### src/rtl/spi_regslave_pkg.sv
package spi_regslave_pkg;

  typedef enum logic [2:0] {
    PH_CTRL  = 3'd0,
    PH_ADDR  = 3'd1,
    PH_WDATA = 3'd2,
    PH_RDATA = 3'd3,
    PH_SKIP  = 3'd4
  } phase_e;

  // Device selection: identifier nibble plus optional strap comparison.
  function automatic logic ctrl_accept(input logic [7:0] ctrl,
                                       input logic [3:0] dev_id,
                                       input logic [2:0] strap,
                                       input logic       strap_en);
    return (ctrl[7:4] == dev_id) && (!strap_en || (ctrl[3:1] == strap));
  endfunction

  // Pointer policy: hold in byte mode, step with wrap in sequential mode.
  function automatic logic [7:0] ptr_next(input logic [7:0] ptr,
                                          input logic [7:0] last,
                                          input logic       seq);
    if (!seq) return ptr;
    return (ptr >= last) ? 8'd0 : ptr + 8'd1;
  endfunction

endpackage

### src/rtl/spi_edge_sync.sv
module spi_edge_sync #(
  parameter int STAGES = 2
) (
  input  logic clk,
  input  logic rst_n,
  input  logic sclk,
  input  logic cs_n,
  input  logic mosi,
  output logic sclk_rise,
  output logic sclk_fall,
  output logic cs_act,
  output logic mosi_s
);
  // Each stage holds {sclk, cs_n, mosi}.
  logic [2:0] pipe [STAGES];
  logic [2:0] synced;
  logic       sclk_d;

  always_ff @(posedge clk or negedge rst_n) begin
    if (!rst_n) begin
      for (int i = 0; i < STAGES; i++) pipe[i] <= 3'b010;
      sclk_d <= 1'b0;
    end else begin
      pipe[0] <= {sclk, cs_n, mosi};
      for (int i = 1; i < STAGES; i++) pipe[i] <= pipe[i-1];
      sclk_d <= pipe[STAGES-1][2];
    end
  end

  assign synced    = pipe[STAGES-1];
  assign sclk_rise = synced[2] & ~sclk_d;
  assign sclk_fall = ~synced[2] & sclk_d;
  assign cs_act    = ~synced[1];
  assign mosi_s    = synced[0];
endmodule

### src/rtl/spi_byte_shifter.sv
module spi_byte_shifter (
  input  logic       clk,
  input  logic       rst_n,
  input  logic       cs_act,
  input  logic       sclk_rise,
  input  logic       sclk_fall,
  input  logic       mosi_s,
  input  logic       tx_load,
  input  logic [7:0] tx_data,
  output logic       byte_done,
  output logic [7:0] rx_byte,
  output logic       miso
);
  logic [2:0] bit_cnt;
  logic [6:0] rx_sr;
  logic [7:0] tx_sr;

  always_ff @(posedge clk or negedge rst_n) begin
    if (!rst_n) begin
      bit_cnt   <= 3'd0;
      rx_sr     <= 7'd0;
      tx_sr     <= 8'd0;
      miso      <= 1'b0;
      byte_done <= 1'b0;
      rx_byte   <= 8'd0;
    end else begin
      byte_done <= 1'b0;
      if (!cs_act) begin
        bit_cnt <= 3'd0;
        rx_sr   <= 7'd0;
        tx_sr   <= 8'd0;
        miso    <= 1'b0;
      end else begin
        if (sclk_rise) begin
          rx_sr   <= {rx_sr[5:0], mosi_s};
          bit_cnt <= bit_cnt + 3'd1;
          if (bit_cnt == 3'd7) begin
            byte_done <= 1'b1;
            rx_byte   <= {rx_sr, mosi_s};
          end
        end
        if (tx_load) begin
          tx_sr <= tx_data;
        end else if (sclk_fall) begin
          miso  <= tx_sr[7];
          tx_sr <= {tx_sr[6:0], 1'b0};
        end
      end
    end
  end
endmodule

### src/rtl/spi_frame_ctrl.sv
module spi_frame_ctrl
  import spi_regslave_pkg::*;
#(
  parameter logic [3:0] DEV_ID    = 4'b0100,
  parameter int         REG_COUNT = 22
) (
  input  logic       clk,
  input  logic       rst_n,
  input  logic       cs_act,
  input  logic       byte_done,
  input  logic [7:0] rx_byte,
  input  logic [2:0] strap_addr,
  input  logic       strap_en,
  input  logic       seq_mode,
  output phase_e     phase,
  output logic [7:0] ptr,
  output logic [7:0] bus_addr,
  output logic       bus_wr_en,
  output logic [7:0] bus_wdata,
  output logic       bus_rd_en,
  output logic       tx_load
);
  localparam logic [7:0] LAST_REG = 8'(REG_COUNT - 1);

  logic       is_read;
  logic [7:0] ptr_step;

  assign ptr_step = ptr_next(ptr, LAST_REG, seq_mode);

  always_ff @(posedge clk or negedge rst_n) begin
    if (!rst_n) begin
      phase     <= PH_CTRL;
      ptr       <= 8'd0;
      is_read   <= 1'b0;
      bus_addr  <= 8'd0;
      bus_wr_en <= 1'b0;
      bus_wdata <= 8'd0;
      bus_rd_en <= 1'b0;
      tx_load   <= 1'b0;
    end else begin
      bus_wr_en <= 1'b0;
      bus_rd_en <= 1'b0;
      tx_load   <= bus_rd_en;
      if (!cs_act) begin
        phase <= PH_CTRL;
      end else if (byte_done) begin
        unique case (phase)
          PH_CTRL: begin
            is_read <= rx_byte[0];
            phase   <= ctrl_accept(rx_byte, DEV_ID, strap_addr, strap_en)
                       ? PH_ADDR : PH_SKIP;
          end
          PH_ADDR: begin
            ptr      <= rx_byte;
            bus_addr <= rx_byte;
            if (is_read) begin
              bus_rd_en <= 1'b1;
              phase     <= PH_RDATA;
            end else begin
              phase <= PH_WDATA;
            end
          end
          PH_WDATA: begin
            bus_addr  <= ptr;
            bus_wdata <= rx_byte;
            bus_wr_en <= 1'b1;
            ptr       <= ptr_step;
          end
          PH_RDATA: begin
            ptr       <= ptr_step;
            bus_addr  <= ptr_step;
            bus_rd_en <= 1'b1;
          end
          default: ;
        endcase
      end
    end
  end
endmodule

### src/rtl/spi_regslave.sv
module spi_regslave
  import spi_regslave_pkg::*;
#(
  parameter logic [3:0] DEV_ID      = 4'b0100,
  parameter int         REG_COUNT   = 22,
  parameter int         SYNC_STAGES = 2
) (
  input  logic       clk,
  input  logic       rst_n,
  input  logic       spi_sclk,
  input  logic       spi_cs_n,
  input  logic       spi_mosi,
  output logic       spi_miso,
  output logic       spi_miso_oe,
  input  logic [2:0] cfg_strap_addr,
  input  logic       cfg_strap_en,
  input  logic       cfg_seq_mode,
  output logic [7:0] bus_addr,
  output logic       bus_wr_en,
  output logic [7:0] bus_wdata,
  output logic       bus_rd_en,
  input  logic [7:0] bus_rdata
);
  // Internal events, named for the checker.
  logic       sclk_rise;
  logic       sclk_fall;
  logic       cs_act;
  logic       mosi_s;
  logic       byte_done;
  logic [7:0] rx_byte;
  logic       tx_load;
  logic [7:0] ptr;
  phase_e     phase;

  spi_edge_sync #(.STAGES(SYNC_STAGES)) u_sync (
    .clk       (clk),
    .rst_n     (rst_n),
    .sclk      (spi_sclk),
    .cs_n      (spi_cs_n),
    .mosi      (spi_mosi),
    .sclk_rise (sclk_rise),
    .sclk_fall (sclk_fall),
    .cs_act    (cs_act),
    .mosi_s    (mosi_s)
  );

  spi_byte_shifter u_shift (
    .clk       (clk),
    .rst_n     (rst_n),
    .cs_act    (cs_act),
    .sclk_rise (sclk_rise),
    .sclk_fall (sclk_fall),
    .mosi_s    (mosi_s),
    .tx_load   (tx_load),
    .tx_data   (bus_rdata),
    .byte_done (byte_done),
    .rx_byte   (rx_byte),
    .miso      (spi_miso)
  );

  spi_frame_ctrl #(.DEV_ID(DEV_ID), .REG_COUNT(REG_COUNT)) u_ctrl (
    .clk        (clk),
    .rst_n      (rst_n),
    .cs_act     (cs_act),
    .byte_done  (byte_done),
    .rx_byte    (rx_byte),
    .strap_addr (cfg_strap_addr),
    .strap_en   (cfg_strap_en),
    .seq_mode   (cfg_seq_mode),
    .phase      (phase),
    .ptr        (ptr),
    .bus_addr   (bus_addr),
    .bus_wr_en  (bus_wr_en),
    .bus_wdata  (bus_wdata),
    .bus_rd_en  (bus_rd_en),
    .tx_load    (tx_load)
  );

  // Pad driven only inside an accepted read frame.
  assign spi_miso_oe = cs_act && (phase == PH_RDATA);
endmodule

### config.mk
export PLATFORM = sky130hd
export DESIGN_NAME = spi_regslave
export DESIGN_NICKNAME = d
export VERILOG_FILES = /design/src/rtl/spi_regslave_pkg.sv /design/src/rtl/spi_edge_sync.sv /design/src/rtl/spi_byte_shifter.sv /design/src/rtl/spi_frame_ctrl.sv /design/src/rtl/spi_regslave.sv
export SDC_FILE = /design/constraint.sdc
export NUM_CORES = 1
export LEC_CHECK = 0
export BUFFER_PORTS_ARGS = -buffer_cell sky130_fd_sc_hd__buf_2
export CAP_MARGIN = 20
export CORE_MARGIN = 2
export CORE_UTILIZATION = 40
export DETAILED_ROUTE_END_ITERATION = 7
export GPL_TIMING_DRIVEN = 0
export MAX_ROUTING_LAYER = met4
export PLACE_DENSITY = 0.57
export SLEW_MARGIN = 0
export SYNTH_ARGS = -nofsm -noshare
export SYNTH_HDL_FRONTEND = slang
export SYNTH_SLANG_ARGS = --single-unit
### constraint.sdc
create_clock -name clk -period 3.17 [get_ports clk]
set_input_delay 0.7925 -clock clk [delete_from_list [all_inputs] [get_ports clk]]
set_output_delay 0.7925 -clock clk [all_outputs]
set_load 0.05 [all_outputs]
# Word-level counts from Yosys, hierarchy flattened

Cells that the tools add are included.

Register bits: 66
Bits of input ports: 18
Output and inout port bits: 20
Logic and storage cells: 81

Add/sub/neg operators: 2
$lt $le $gt $ge: 1
Equality and inequality tests: 7
Mux-type cells: 29
Bitwise gates (word level): 5
Reductions and logical operators: 20

Operator list:

| operator                                                           | number |
|---|---|
| 2-to-1 mux 8 bit                                                   | 5 |
| one-hot mux 8 bit (3 select lines)                                 | 1 |
| one-hot mux 8 bit (2 select lines)                                 | 1 |
| 2-to-1 mux 3 bit                                                   | 5 |
| AND reduction 3 bit                                                | 5 |
| 2-to-1 mux 7 bit                                                   | 2 |
| 2-to-1 mux 1 bit                                                   | 13 |
| nonzero test 3 bit                                                 | 3 |
| adder 8 x 1 -> 8 bit (second input constant)                       | 1 |
| greater-or-equal comparator 8 x 5 -> 1 bit (second input constant) | 1 |
| nonzero test 2 bit                                                 | 4 |
| == test 3 x 2 -> 1 bit (second input constant)                     | 2 |
| one-hot mux 3 bit (2 select lines)                                 | 1 |
| == test 4 x 3 -> 1 bit (second input constant)                     | 1 |
| AND reduction 2 bit                                                | 2 |
| adder 3 x 1 -> 3 bit (second input constant)                       | 1 |
| == test 3 x 1 -> 1 bit (second input constant)                     | 1 |
| == test 3 bit                                                      | 1 |
| == test 3 bit (second input constant)                              | 1 |
| logical NOT 3 bit                                                  | 1 |
| NOT 1 bit                                                          | 3 |
| AND 1 bit                                                          | 2 |
| logical AND 1 bit                                                  | 2 |
| != test 2 bit (second input constant)                              | 1 |
| 4 further kinds                                                    | 4 |

# Depth between registers and ports, before layout

Depth after elaboration: 7
Gate-level depth with buffers: 8
Mapped depth without buffers: 7

# Modules after synthesis

A second synthesis with hierarchy kept.

Cell total of the unflattened synthesis: 275
Area, all modules: 3,253.1 um^2

Modules (own cells, without submodules):

| module           | instances | cells each | area an instance (um^2) | seq. area each (um^2) |
|---|---|---|---|---|
| spi_frame_ctrl   | 1         | 171        | 1,793.0                 | 775.7 |
| spi_byte_shifter | 1         | 93         | 1,253.7                 | 700.7 |
| spi_edge_sync    | 1         | 10         | 196.4                   | 177.7 |
| spi_regslave     | 1         | 1          | 10.0                    | 0.0 |

# Least setup slack after synthesis

Ideal clock, no wire load.

Path kind: register to output
From: register u_ctrl.phase[1]
To: output spi_miso_oe
Arrival time: 1.432 ns
Data required time: 2.378 ns
Slack: 0.946 ns
Cell stages (with the launch flop): 5
Path buffers: 1
Cell sequence: dfrtp_1 -> nor2b_1 -> buf_2 -> nand2_1 -> nor2_1

Cells in the longest elaborated chain, start to end: 2

Ends and longest elaborated chain:

| element                | line                 | text |
|---|---|---|
| start, declared        | spi_frame_ctrl.sv:15 | `output phase_e phase,` |
| start signal, assigned | spi_frame_ctrl.sv:50 | `phase <= ctrl_accept(rx_byte, DEV_ID, strap_addr, strap_en)` |
| == test 3 x 2 -> 1 bit | spi_regslave.sv:80   | `assign spi_miso_oe = cs_act && (phase == PH_RDATA);` |
| logical AND 1 bit      | spi_regslave.sv:80   |  |
| end, declared          | spi_regslave.sv:14   | `output logic spi_miso_oe,` |

Every way passes these cells.

# Final worst setup path

From: register u_sync.pipe, in the netlist u_sync.synced[1]
To: output spi_miso_oe

Cells in the longest elaborated chain, start to end: 2

Ends and longest elaborated chain:

| element             | line                | text |
|---|---|---|
| start, declared     | spi_edge_sync.sv:15 | `logic [2:0] pipe [STAGES];` |
| NOT 1 bit (no line) | -                   |  |
| logical AND 1 bit   | spi_regslave.sv:80  |  |

Every way passes these cells.

==> impl_results.md <==
- First-pass GRT wire length: 10.94 mm
- Top cells by area, synth: dfrtp_1 (53%), mux2_2 (6.4%), nand2_1 (4.6%), a21oi_1 (3.2%), mux2i_1 (2.7%)
- Min-delay worst type: reg -> reg
- Place WS: 0.8481 ns
- Status: finished, final reports clean
- Crit start category: flip-flop
- DRT Wirelength: 6.391 mm
- Psw: 351.6 uW
- Syn_nets: 306
- Placement row count: 31
- Most used cell, CP: buf_2
- Tot GR Track Use: 0.1733
- Initial antenna violation count: 0
- Chip width: 90.77 um
- Die Ht: 90.77 um
- Area growth, synth to finish: 16.33%
- Core ar.: 7253 um^2
- Final worst path period need: 2.634 ns
- Clk buf depth: 2
- Pwr dens: 451.1 nW/um^2
- CTS Root Buffer Type: clkbuf_8
- Input/output buffers: 37
- Tot Pwr: 1.580 mW
- Share of layout cells above drive strength 1: 0.2530
- Maxcap violations: 0
- Pint: 1.229 mW
- Synth Flop Type: dfrtp_1
- Vias in the first global route: 2171
- Worst clock skew: 0.01014 ns
- CP max FO: 10
- Footprint of the multi-input gates: 1245 um^2
- Net Sw Frac: 0.2225
- CP required: 2.38 ns
- CTS buffer count: 9
- PnR worst setup slack: 0.5365 ns
- Die Area: 8239 um^2
- # diodes: 0
- Initial Utilization: 0.4152
- Worst EP arrival: 1.84 ns
- Initial drt markers: 102
- Post-synthesis register bit count: 66
- Reg clk slew, reported paths: 0.06 ns
- Leak pwr: 1.593 nW
- Final hold vios: 0
- Crit path kind: reg -> out
- Routed wire length per instance: 14.69 um
- Combinational power share: 0.038
- Sequential share of power: 0.540
- DP Wirelength: 4.430 mm
- Async set-reset flop share out of synthesis: 1.000
- Setup violators final: 0
- H-Tree Depth: 3
- Sequential cell area: 1654 um^2
- Synthesized area: 3012 um^2
- Routability-driven placement congestion ratio: 0.8956
- Largest net degree at the start of global routing: 67
- Final period utilization: 0.8308
- Worst-Margin Slew: 0.8133 ns
- Post-CTS resize count: 0
- FF-to-FF setup slack: 1.25 ns
- Clk sinks: 66
- Syn Inst Count: 283
- Skew-Pair Late Insertion Delay: 0.34 ns
- Num ports: 38
- Post-synthesis area per instance: 10.64 um^2
- YS warnings: 0
- CTS tree: built
- Top-area cell type share of the netlist area: 0.5318
- Fmax: 379.7 MHz
- DRC: 0
- Seq/Total Area, Yosys: 0.5492
- Max stage delay on crit path: 0.51 ns
- Peak VDD IR: 0.1909 mV
- Grt total ovfl: 0
- Slowest CP cell: dfstp_2
- CP Cell Sequence: buf_2 > clkbuf_1 > nor2_1 > buf_2
- # Post-CTS Setup Buffers: 0
- Vias per std cell: 5.200
- Setup_tns: 0 ns
- Worst setup EP type: output pin
- Post-synth top area cell: dfrtp_1
- Hold bufs inserted after CTS: 0
- Final #Nets: 354
- Slew Limit Fails: 0
- Fillers: 709
- Clock network fraction of total power: 0.422
- Yosys cell types: 40
- Antenna viol nets, final: 0
- Number of synthesized flops with an enable pin: 0
- Slew HR: 0.4578
- Pre-antenna DRT Iters: 4
- Routed vias: 2262
- RSZ-0062 raised after global routing: no
[worst max-delay path, delay by kind of cell, from the launching register on]
family                 cells  cell delay, ns
flip-flops                 1            0.51
AND/OR/NAND/NOR            1            0.13
buffers and inverters      3            0.87
[per-stage QoR]
step,std cells,hold WS (ns),util,instance area [um^2]
detailed placement,419,0.3347,0.4582,3323
floorplan,283,0.3312,-,3012
CTS,435,0.3504,0.4830,3503
global route,435,0.3595,0.4830,3503
global placement,419,0.3345,0.4578,3321
finish,435,0.3488,0.4830,3503
[Yosys cell counts, types with 2 or more instances]
cell type   n
nor2_1     20
buf_2       8
xnor2_1     4
o22ai_1     5
nor3b_1     2
a22oi_1     3
o211ai_1    2
xor2_1      4
o31ai_1     9
o21ai_1     2
a221oi_1    6
nand4_1     4
dfrtp_1    64
o21ai_0     8
mux2_2     17
nor2_2      2
nand3_1     5
nor2b_1     5
a31oi_1     6
nand2_1    37
nand2b_1    2
a21oi_1    19
inv_1       7
clkbuf_1    6
dfstp_2     2
nor3_1      7
mux2i_1     8
a32o_1      2
nor4b_1     2
ha_1        5
[flip-flops by register name, indices dropped and copies added, names as in the netlist, 7 cells and up]
name / flops
u_ctrl.bus_addr: 8
u_shift.tx_sr: 8
u_ctrl.bus_wdata: 8
u_shift.rx_byte: 8
u_ctrl.ptr: 8
u_shift.rx_sr: 7
[power groups by stage]
stage,Combinational [mW],Sequential (mW),Clock (mW)
2_1_floorplan,0.0259,0.869,0
3_3_place_gp,0.0609,0.869,0
3_5_place_dp,0.0618,0.869,0
4_1_cts,0.0620,0.853,0.684
5_1_grt,0.0690,0.854,0.727
6_report,0.0597,0.853,0.667
[cells in the final DEF (no fill, tap or decap), types with 2 or more instances in the layout]
cell / count
nor3b_1: 2
xnor2_1: 4
xor2_1: 4
nor2_2: 2
a31oi_1: 6
o31ai_1: 9
clkbuf_1: 9
nand2b_1: 2
clkinv_2: 3
nand3_1: 5
a32o_1: 2
o21ai_1: 2
inv_1: 7
nor3_1: 7
clkbuf_8: 9
buf_2: 44
dfstp_2: 2
nor2b_1: 5
a22oi_1: 3
buf_4: 2
a21oi_1: 19
o22ai_1: 5
nand4_1: 4
mux2i_1: 8
nor2_1: 20
ha_1: 5
nand2_1: 37
nor4b_1: 2
o211ai_1: 2
a221oi_1: 6
dfrtp_1: 64
o21ai_0: 8
mux2_2: 17
[final cells by class]
cell class                 instances  area share
clock inverter                     4     0.01286
sequential                        66      0.4721
multi-input combinational        193      0.3554
clock buffer                      12     0.03857
inverter                           7    0.007500
tap                               99     0.03536
buffer                            17     0.02464
timing repair buffer              37     0.05357
[cells by family after synthesis]
family,after synthesis,share of synthesized area
adder cells (fa/ha/maj),5,0.02077
multiplexers,25,0.09015
buffers and inverters,24,0.03739
AND/OR/NAND/NOR,90,0.1396
AO/OA/AOI/OAI,65,0.1396
flip-flops,66,0.5492
XOR/XNOR,8,0.02326
[final timing paths]
check                                            from  cells after the start                            to
max                        u_sync.synced[1]$_DFF_PN1_                      4                   spi_miso_oe
min reg2reg                  u_sync.pipe[5]$_DFF_PN0_                      0    u_sync.synced[2]$_DFF_PN0_
max reg2reg                 u_ctrl.ptr[0]$_DFFE_PN0P_                      8     u_ctrl.ptr[4]$_DFFE_PN0P_
max in group asynchronous                       rst_n                      1  u_shift.rx_sr[5]$_DFFE_PN0P_
min                          u_sync.pipe[5]$_DFF_PN0_                      0    u_sync.synced[2]$_DFF_PN0_
min in group asynchronous                       rst_n                      1  u_shift.tx_sr[4]$_DFFE_PN0P_
[layer usage]
layer,vias up,global-route usage,share of wire
li1,1102,-,-
met1,1101,0.2407,0.49
met2,49,0.2512,0.46
met3,10,0.03255,0.035
met4,0,0.07071,0.015
met5,-,-,0
Note: power is estimated with default switching activity, not from simulation.
